### config.mk
export PLATFORM = sky130hd
export DESIGN_NAME = sect_erase_queue
export DESIGN_NICKNAME = d
export VERILOG_FILES = /design/src/rtl/seq_pkg.sv /design/src/rtl/seq_datapath.sv /design/src/rtl/seq_control.sv /design/src/rtl/sect_erase_queue.sv
export SDC_FILE = /design/constraint.sdc
export NUM_CORES = 1
export LEC_CHECK = 0
export BUFFER_PORTS_ARGS = -buffer_cell sky130_fd_sc_hd__buf_2
export CAP_MARGIN = 40
export CELL_PAD_IN_SITES_DETAIL_PLACEMENT = 2
export CELL_PAD_IN_SITES_GLOBAL_PLACEMENT = 2
export CORE_MARGIN = 8
export CORE_UTILIZATION = 34
export DETAILED_ROUTE_END_ITERATION = 7
export GPL_TIMING_DRIVEN = 0
export PLACE_DENSITY_LB_ADDON = 0.1
export SLEW_MARGIN = 20
export SYNTH_ARGS = -nofsm -noshare
export SYNTH_HDL_FRONTEND = slang
export SYNTH_SLANG_ARGS = --single-unit
### constraint.sdc
create_clock -name clk -period 2.9 [get_ports clk]
set_clock_uncertainty 0.05 [all_clocks]
set_input_delay 0.435 -clock clk [delete_from_list [all_inputs] [get_ports clk]]
set_output_delay 0.435 -clock clk [all_outputs]
set_load 0.03 [all_outputs]
### src/rtl/seq_pkg.sv
package seq_pkg;

  typedef enum logic [2:0] {
    ST_IDLE     = 3'd0,
    ST_WINDOW   = 3'd1,
    ST_ERASING  = 3'd2,
    ST_SUSPPEND = 3'd3,
    ST_SUSP     = 3'd4
  } seqState_t;

  typedef struct packed {
    logic maskAdd;
    logic maskClear;
    logic winRestart;
    logic winRun;
    logic suspRestart;
    logic suspRun;
    logic inSuspend;
  } dpStrobe_t;

endpackage

### src/rtl/seq_datapath.sv
module seq_datapath
  import seq_pkg::*;
#(
  parameter int NUM_SECTORS = 16,
  parameter int WINDOW_US   = 50,
  parameter int SUSPEND_US  = 20,
  localparam int SECT_W = (NUM_SECTORS > 1) ? $clog2(NUM_SECTORS) : 1,
  localparam int WIN_W  = (WINDOW_US > 1) ? $clog2(WINDOW_US) : 1,
  localparam int SUS_W  = (SUSPEND_US > 1) ? $clog2(SUSPEND_US) : 1
)(
  input  logic                   clk,
  input  logic                   rstN,
  input  dpStrobe_t              strb,
  input  logic                   tickUs,
  input  logic [SECT_W-1:0]      sectIdx,
  input  logic                   accessReq,
  input  logic [SECT_W-1:0]      accessIdx,
  output logic [NUM_SECTORS-1:0] mask,
  output logic                   winDone,
  output logic                   suspDone,
  output logic                   accessDenied
);

  localparam logic [WIN_W-1:0] WIN_MAX = WIN_W'(WINDOW_US - 1);
  localparam logic [SUS_W-1:0] SUS_MAX = SUS_W'(SUSPEND_US - 1);

  logic [WIN_W-1:0] winCnt;
  logic [SUS_W-1:0] suspCnt;
  logic [NUM_SECTORS-1:0] maskNext;

  // one register bit per sector
  for (genvar g = 0; g < NUM_SECTORS; g++) begin : gSect
    always_comb begin
      if (strb.maskClear)
        maskNext[g] = 1'b0;
      else if (strb.maskAdd && (int'(sectIdx) == g))
        maskNext[g] = 1'b1;
      else
        maskNext[g] = mask[g];
    end
  end

  always_ff @(posedge clk) begin
    if (!rstN) mask <= '0;
    else       mask <= maskNext;
  end

  always_ff @(posedge clk) begin
    if (!rstN)
      winCnt <= '0;
    else if (strb.winRestart)
      winCnt <= '0;
    else if (strb.winRun && tickUs && winCnt != WIN_MAX)
      winCnt <= winCnt + 1'b1;
  end

  always_ff @(posedge clk) begin
    if (!rstN)
      suspCnt <= '0;
    else if (strb.suspRestart)
      suspCnt <= '0;
    else if (strb.suspRun && tickUs && suspCnt != SUS_MAX)
      suspCnt <= suspCnt + 1'b1;
  end

  assign winDone  = strb.winRun && tickUs && (winCnt == WIN_MAX);
  assign suspDone = strb.suspRun && tickUs && (suspCnt == SUS_MAX);

  assign accessDenied = strb.inSuspend && accessReq &&
                        (int'(accessIdx) < NUM_SECTORS) && mask[accessIdx];

  AST_WIN_BOUND: assert property (@(posedge clk) disable iff (!rstN)
    winCnt <= WIN_MAX);
  AST_MASK_ADD: assert property (@(posedge clk) disable iff (!rstN)
    (strb.maskAdd && !strb.maskClear) |=> mask[$past(sectIdx)]);
  AST_MASK_HOLD: assert property (@(posedge clk) disable iff (!rstN)
    (!strb.maskAdd && !strb.maskClear) |=> $stable(mask));

endmodule

### src/rtl/seq_control.sv
module seq_control
  import seq_pkg::*;
(
  input  logic      clk,
  input  logic      rstN,
  input  logic      cmdSectErase,
  input  logic      cmdSuspend,
  input  logic      cmdResume,
  input  logic      cmdOther,
  input  logic      eraseDone,
  input  logic      winDone,
  input  logic      suspDone,
  output dpStrobe_t strb,
  output logic      eraseStart,
  output logic      suspended,
  output logic      windowExpired,
  output logic      busy,
  output logic      readMode
);

  seqState_t state, stateNext;
  logic startNext, readNext, expNext;

  always_comb begin
    stateNext = state;
    strb      = '0;
    startNext = 1'b0;
    readNext  = 1'b0;
    strb.winRun    = (state == ST_WINDOW);
    strb.suspRun   = (state == ST_SUSPPEND);
    strb.inSuspend = (state == ST_SUSP);
    unique case (state)
      ST_IDLE: begin
        if (cmdSectErase) begin
          stateNext       = ST_WINDOW;
          strb.maskAdd    = 1'b1;
          strb.winRestart = 1'b1;
        end
      end
      ST_WINDOW: begin
        if (cmdOther) begin
          stateNext      = ST_IDLE;
          strb.maskClear = 1'b1;
          readNext       = 1'b1;
        end else if (cmdSuspend) begin
          stateNext = ST_SUSP;
        end else if (cmdSectErase) begin
          strb.maskAdd    = 1'b1;
          strb.winRestart = 1'b1;
        end else if (winDone) begin
          stateNext = ST_ERASING;
          startNext = 1'b1;
        end
      end
      ST_ERASING: begin
        if (eraseDone) begin
          stateNext      = ST_IDLE;
          strb.maskClear = 1'b1;
          readNext       = 1'b1;
        end else if (cmdSuspend) begin
          stateNext        = ST_SUSPPEND;
          strb.suspRestart = 1'b1;
        end
      end
      ST_SUSPPEND: begin
        if (eraseDone) begin
          stateNext      = ST_IDLE;
          strb.maskClear = 1'b1;
          readNext       = 1'b1;
        end else if (suspDone) begin
          stateNext = ST_SUSP;
        end
      end
      ST_SUSP: begin
        if (cmdResume) begin
          stateNext = ST_ERASING;
          startNext = 1'b1;
        end
      end
      default: stateNext = ST_IDLE;
    endcase
    expNext = (stateNext != ST_IDLE) && (stateNext != ST_WINDOW);
  end

  always_ff @(posedge clk) begin
    if (!rstN) begin
      state         <= ST_IDLE;
      eraseStart    <= 1'b0;
      readMode      <= 1'b0;
      windowExpired <= 1'b0;
    end else begin
      state         <= stateNext;
      eraseStart    <= startNext;
      readMode      <= readNext;
      windowExpired <= expNext;
    end
  end

  assign suspended = (state == ST_SUSP);
  assign busy      = (state == ST_WINDOW) || (state == ST_ERASING) ||
                     (state == ST_SUSPPEND);

  AST_ABORT_WINDOW: assert property (@(posedge clk) disable iff (!rstN)
    (state == ST_WINDOW && cmdOther) |=> (state == ST_IDLE && readMode));
  AST_SUSPEND_FAST: assert property (@(posedge clk) disable iff (!rstN)
    (state == ST_WINDOW && cmdSuspend && !cmdOther) |=> (suspended && !eraseStart));
  AST_RESUME_START: assert property (@(posedge clk) disable iff (!rstN)
    (state == ST_SUSP && cmdResume) |=> (eraseStart && busy));
  AST_START_PULSE: assert property (@(posedge clk) disable iff (!rstN)
    eraseStart |=> !eraseStart);
  AST_SUSP_IDLEBUS: assert property (@(posedge clk) disable iff (!rstN)
    suspended |-> !busy);
  AST_DONE_READ: assert property (@(posedge clk) disable iff (!rstN)
    (state == ST_ERASING && eraseDone) |=> (readMode && !busy));

endmodule

### src/rtl/sect_erase_queue.sv
module sect_erase_queue
  import seq_pkg::*;
#(
  parameter int NUM_SECTORS = 16,
  parameter int WINDOW_US   = 50,
  parameter int SUSPEND_US  = 20,
  localparam int SECT_W = (NUM_SECTORS > 1) ? $clog2(NUM_SECTORS) : 1
)(
  input  logic                   clk,
  input  logic                   rstN,
  input  logic                   tickUs,
  input  logic                   cmdSectErase,
  input  logic [SECT_W-1:0]      cmdSectIdx,
  input  logic                   cmdSuspend,
  input  logic                   cmdResume,
  input  logic                   cmdOther,
  input  logic                   accessReq,
  input  logic [SECT_W-1:0]      accessIdx,
  input  logic                   eraseDone,
  output logic [NUM_SECTORS-1:0] sectorMask,
  output logic                   eraseStart,
  output logic                   suspended,
  output logic                   windowExpired,
  output logic                   busy,
  output logic                   readMode,
  output logic                   accessDenied
);

  dpStrobe_t strb;
  logic winDone, suspDone;

  seq_control uCtrl (
    .clk(clk), .rstN(rstN),
    .cmdSectErase(cmdSectErase), .cmdSuspend(cmdSuspend),
    .cmdResume(cmdResume), .cmdOther(cmdOther), .eraseDone(eraseDone),
    .winDone(winDone), .suspDone(suspDone), .strb(strb),
    .eraseStart(eraseStart), .suspended(suspended),
    .windowExpired(windowExpired), .busy(busy), .readMode(readMode)
  );

  seq_datapath #(
    .NUM_SECTORS(NUM_SECTORS), .WINDOW_US(WINDOW_US), .SUSPEND_US(SUSPEND_US)
  ) uDp (
    .clk(clk), .rstN(rstN), .strb(strb), .tickUs(tickUs),
    .sectIdx(cmdSectIdx), .accessReq(accessReq), .accessIdx(accessIdx),
    .mask(sectorMask), .winDone(winDone), .suspDone(suspDone),
    .accessDenied(accessDenied)
  );

endmodule

==> impl_metrics.json <==
{
  "routedWlPerCell_um": 18.01,
  "place_hpwl_mm": 3.840,
  "hold_buffers": 0,
  "crit_chain": "buf_2, mux4_1, mux4_2, and3_1, buf_2",
  "cts_resized": 0,
  "grt_pass1_vias": 1651,
  "critPathMaxStageDelay_ns": 0.59,
  "syn-instance-count": 171,
  "place_congestion": 0.7901,
  "maxCapViolCount": 0,
  "num_vias": 1485,
  "cp_max_fo": 4,
  "synth_top_area_cell": "dfxtp_1",
  "finalNonFillerCells": 271,
  "r2r_setup_slack_ns": 1.07,
  "clk_latency_ns": 0.29,
  "yosysSeqAreaShare_pct": 41.28,
  "via_per_inst": 5.480,
  "hp-class": "input pin to flop",
  "synth-xor-area-share_pct": 5.473,
  "yosys.area_share.simple_pct": 26.66,
  "syn_to_final_growth_pct": 21.11,
  "ys_top_cells_by_count": "33 x dfxtp_1, 31 x nor2_1, 12 x a31oi_1",
  "synth-edff-count": 0,
  "dieHeight_um": 84.61,
  "design_area_um2": 1938,
  "synthFlopType": "dfxtp_1",
  "synthMuxAreaShare_pct": 8.600,
  "async_flop_share_pct": 0,
  "cts_buffer_depth": 2,
  "p_seq_share_pct": 51.6,
  "vdd_drop_max_v": 0.0002187,
  "critPathArrivalTime_ns": 2.02,
  "core-area_um2": 4629,
  "fillers": 526,
  "antenna_found_initial": 0,
  "start_kind": "input pin",
  "power.total_mw": 0.9089,
  "fmax_mhz": 399.9,
  "layout-drive-gt1-share_pct": 23.50,
  "cts_buffers": 5,
  "cp_common_cell": "buf_2",
  "ioPinCount": 39,
  "cts_tree": "built",
  "setup_tns_ns": 0,
  "grtUsageTotal_pct": 14.00,
  "grt_pass1_wl_mm": 8.038,
  "rows": 25,
  "critPathRequiredTime_ns": 2.41,
  "dr.first_iter.drc_count": 24,
  "drt_pre_antenna_iters": 4,
  "rsz0062_at_grt": "no",
  "synth_top_area_share_pct": 41.28,
  "p_per_area_nw_per_um2": 469.0,
  "clock-root-buffer": "clkbuf_8",
  "cts_sinks": 33,
  "ys_warn_count": 0,
  "period_share_pct": 86.23,
  "post_cts_buffers": 0,
  "dieArea_um2": 7158,
  "final_nets": 236,
  "comb_power_share_pct": 11.7,
  "crit_type": "input pin to output port",
  "syn_area_um2": 1600,
  "synth_top_family_by_area": "simple AND/OR/NAND/NOR gates",
  "ys_ff_latch": 33,
  "numPortBuffers": 38,
  "synth_fa_ha_area_share_pct": 2.346,
  "worst_slew_pin_slew_ns": 0.6495,
  "p_clk_share_pct": 36.8,
  "die_w_um": 84.61,
  "post-route-drc-count": 0,
  "synth_fp_nets": 191,
  "p_int_mw": 0.6690,
  "cp_slowest_cell": "mux4_1",
  "status": "finished, final reports clean",
  "yosysMostFrequentCell": "dfxtp_1",
  "antenna_cells": 0,
  "routed_wl_mm": 4.880,
  "placed_cell_area_um2": 1858,
  "min_period_ns": 2.501,
  "ant_nets": 0,
  "max_slew_margin_pct": 56.11,
  "start_util_pct": 34.57,
  "postSynthAreaPerCell_um2": 9.358,
  "power.switching_mw": 0.2399,
  "end_kind": "output port",
  "grt.overflow.total": 0,
  "path_clk_slew_ns": 0.07,
  "p_leak_nw": 0.7935,
  "slew_viol_final": 0,
  "hold_violations": 0,
  "grt_max_degree": 11,
  "netlist_top_cells_area": "dfxtp_1 41%, nor2_1 7.3%, mux4_1 6.6%, a31oi_1 4.7%, xnor2_1 2.7%",
  "placed_cells": 263,
  "yosysUniqueCellTypes": 36,
  "cts_max_level": 2,
  "synth_compound_area_share_pct": 13.06,
  "setup_viol": 0,
  "switching_share_pct": 26.39
}
critical path: cells and delay by family:
family,cells,cell delay (ns)
mux,2,1.07
simple gates,1,0.19
buf+inv,2,0.33
cells in the final DEF (no fill, tap or decap), types with 2 or more instances in the layout:
cell type and count:
a41oi_1 3, o21ai_0 2, ha_1 3, a211oi_1 3, xor2_1 5, inv_1 3, nand2_1 8, mux4_1 4
xnor2_1 5, nor3b_1 2, nand2b_1 4, nand4_1 4, a31oi_1 12, nor4bb_1 4, clkbuf_8 5, nand4bb_1 2
nand3b_1 4, and2_1 4, nand3_1 3, nor2b_1 4, or2_2 2, clkbuf_1 7, nor2_1 31, a21oi_1 8
dfxtp_1 33, buf_2 41
worst paths after layout:
check / startpoint / end / cells after the start
worst max-delay path: accessIdx[0] / accessDenied / 5
worst min-delay path: rstN / uCtrl.readMode$_SDFF_PN0_ / 2
worst max register to register: uCtrl.state[0]$_SDFF_PN0_ / uDp.mask[15]$_SDFFE_PP0P_ / 6
worst min register to register: uDp.mask[5]$_SDFFE_PP0P_ / uDp.mask[5]$_SDFFE_PP0P_ / 2
layout make-up:
class | count | area (µm²) | share of cell area (%)
buffer | 7 | 30.03 | 1.549
clock buffer | 8 | 80.08 | 4.132
inverter | 3 | 11.26 | 0.5810
multi-input combinational | 128 | 898.4 | 46.35
sequential | 33 | 660.6 | 34.09
tap | 54 | 67.56 | 3.486
timing repair buffer | 38 | 190.2 | 9.813
power groups by stage:
stage	clock network (mW)	registers [mW]	logic (mW)
after CTS	0.348	0.469	0.107
final	0.334	0.469	0.106
after detailed placement	0	0.479	0.107
after global placement	0	0.478	0.103
after global routing	0.367	0.469	0.115
after floorplan	0	0.487	0.0536
per-layer routing:
metal	vias up	wire, µm	global-route usage (%)
li1	711	-	-
met1	735	2187	16.29
met2	33	2365	23.19
met3	6	272	4.878
met4	0	55	4.854
met5	-	0	0
registers in the layout, summed over array words and instances (netlist names):
register / count
uCtrl.eraseStart: 1
uCtrl.readMode: 1
uCtrl.state: 3
uCtrl.windowExpired: 1
uDp.mask: 16
uDp.suspCnt: 5
uDp.winCnt: 6
cell families after synthesis:
family | after synthesis
AND/OR/NAND/NOR | 78
flip-flops | 33
AO/OA/AOI/OAI | 31
XOR/XNOR | 10
buffers and inverters | 10
multiplexers | 6
adder cells (fa/ha/maj) | 3
through the flow:
step                      setup WS, ns  util, %  hold slack (ns)
after global placement          0.3963    40.14           0.4187
after global routing            0.3620    41.86           0.4058
after floorplan                 0.7268        -           0.4259
after CTS                       0.3767    41.86           0.3935
after detailed placement        0.3784    40.14           0.4334
final                           0.3994    41.86           0.4000
(Power assumes the default switching activity.)
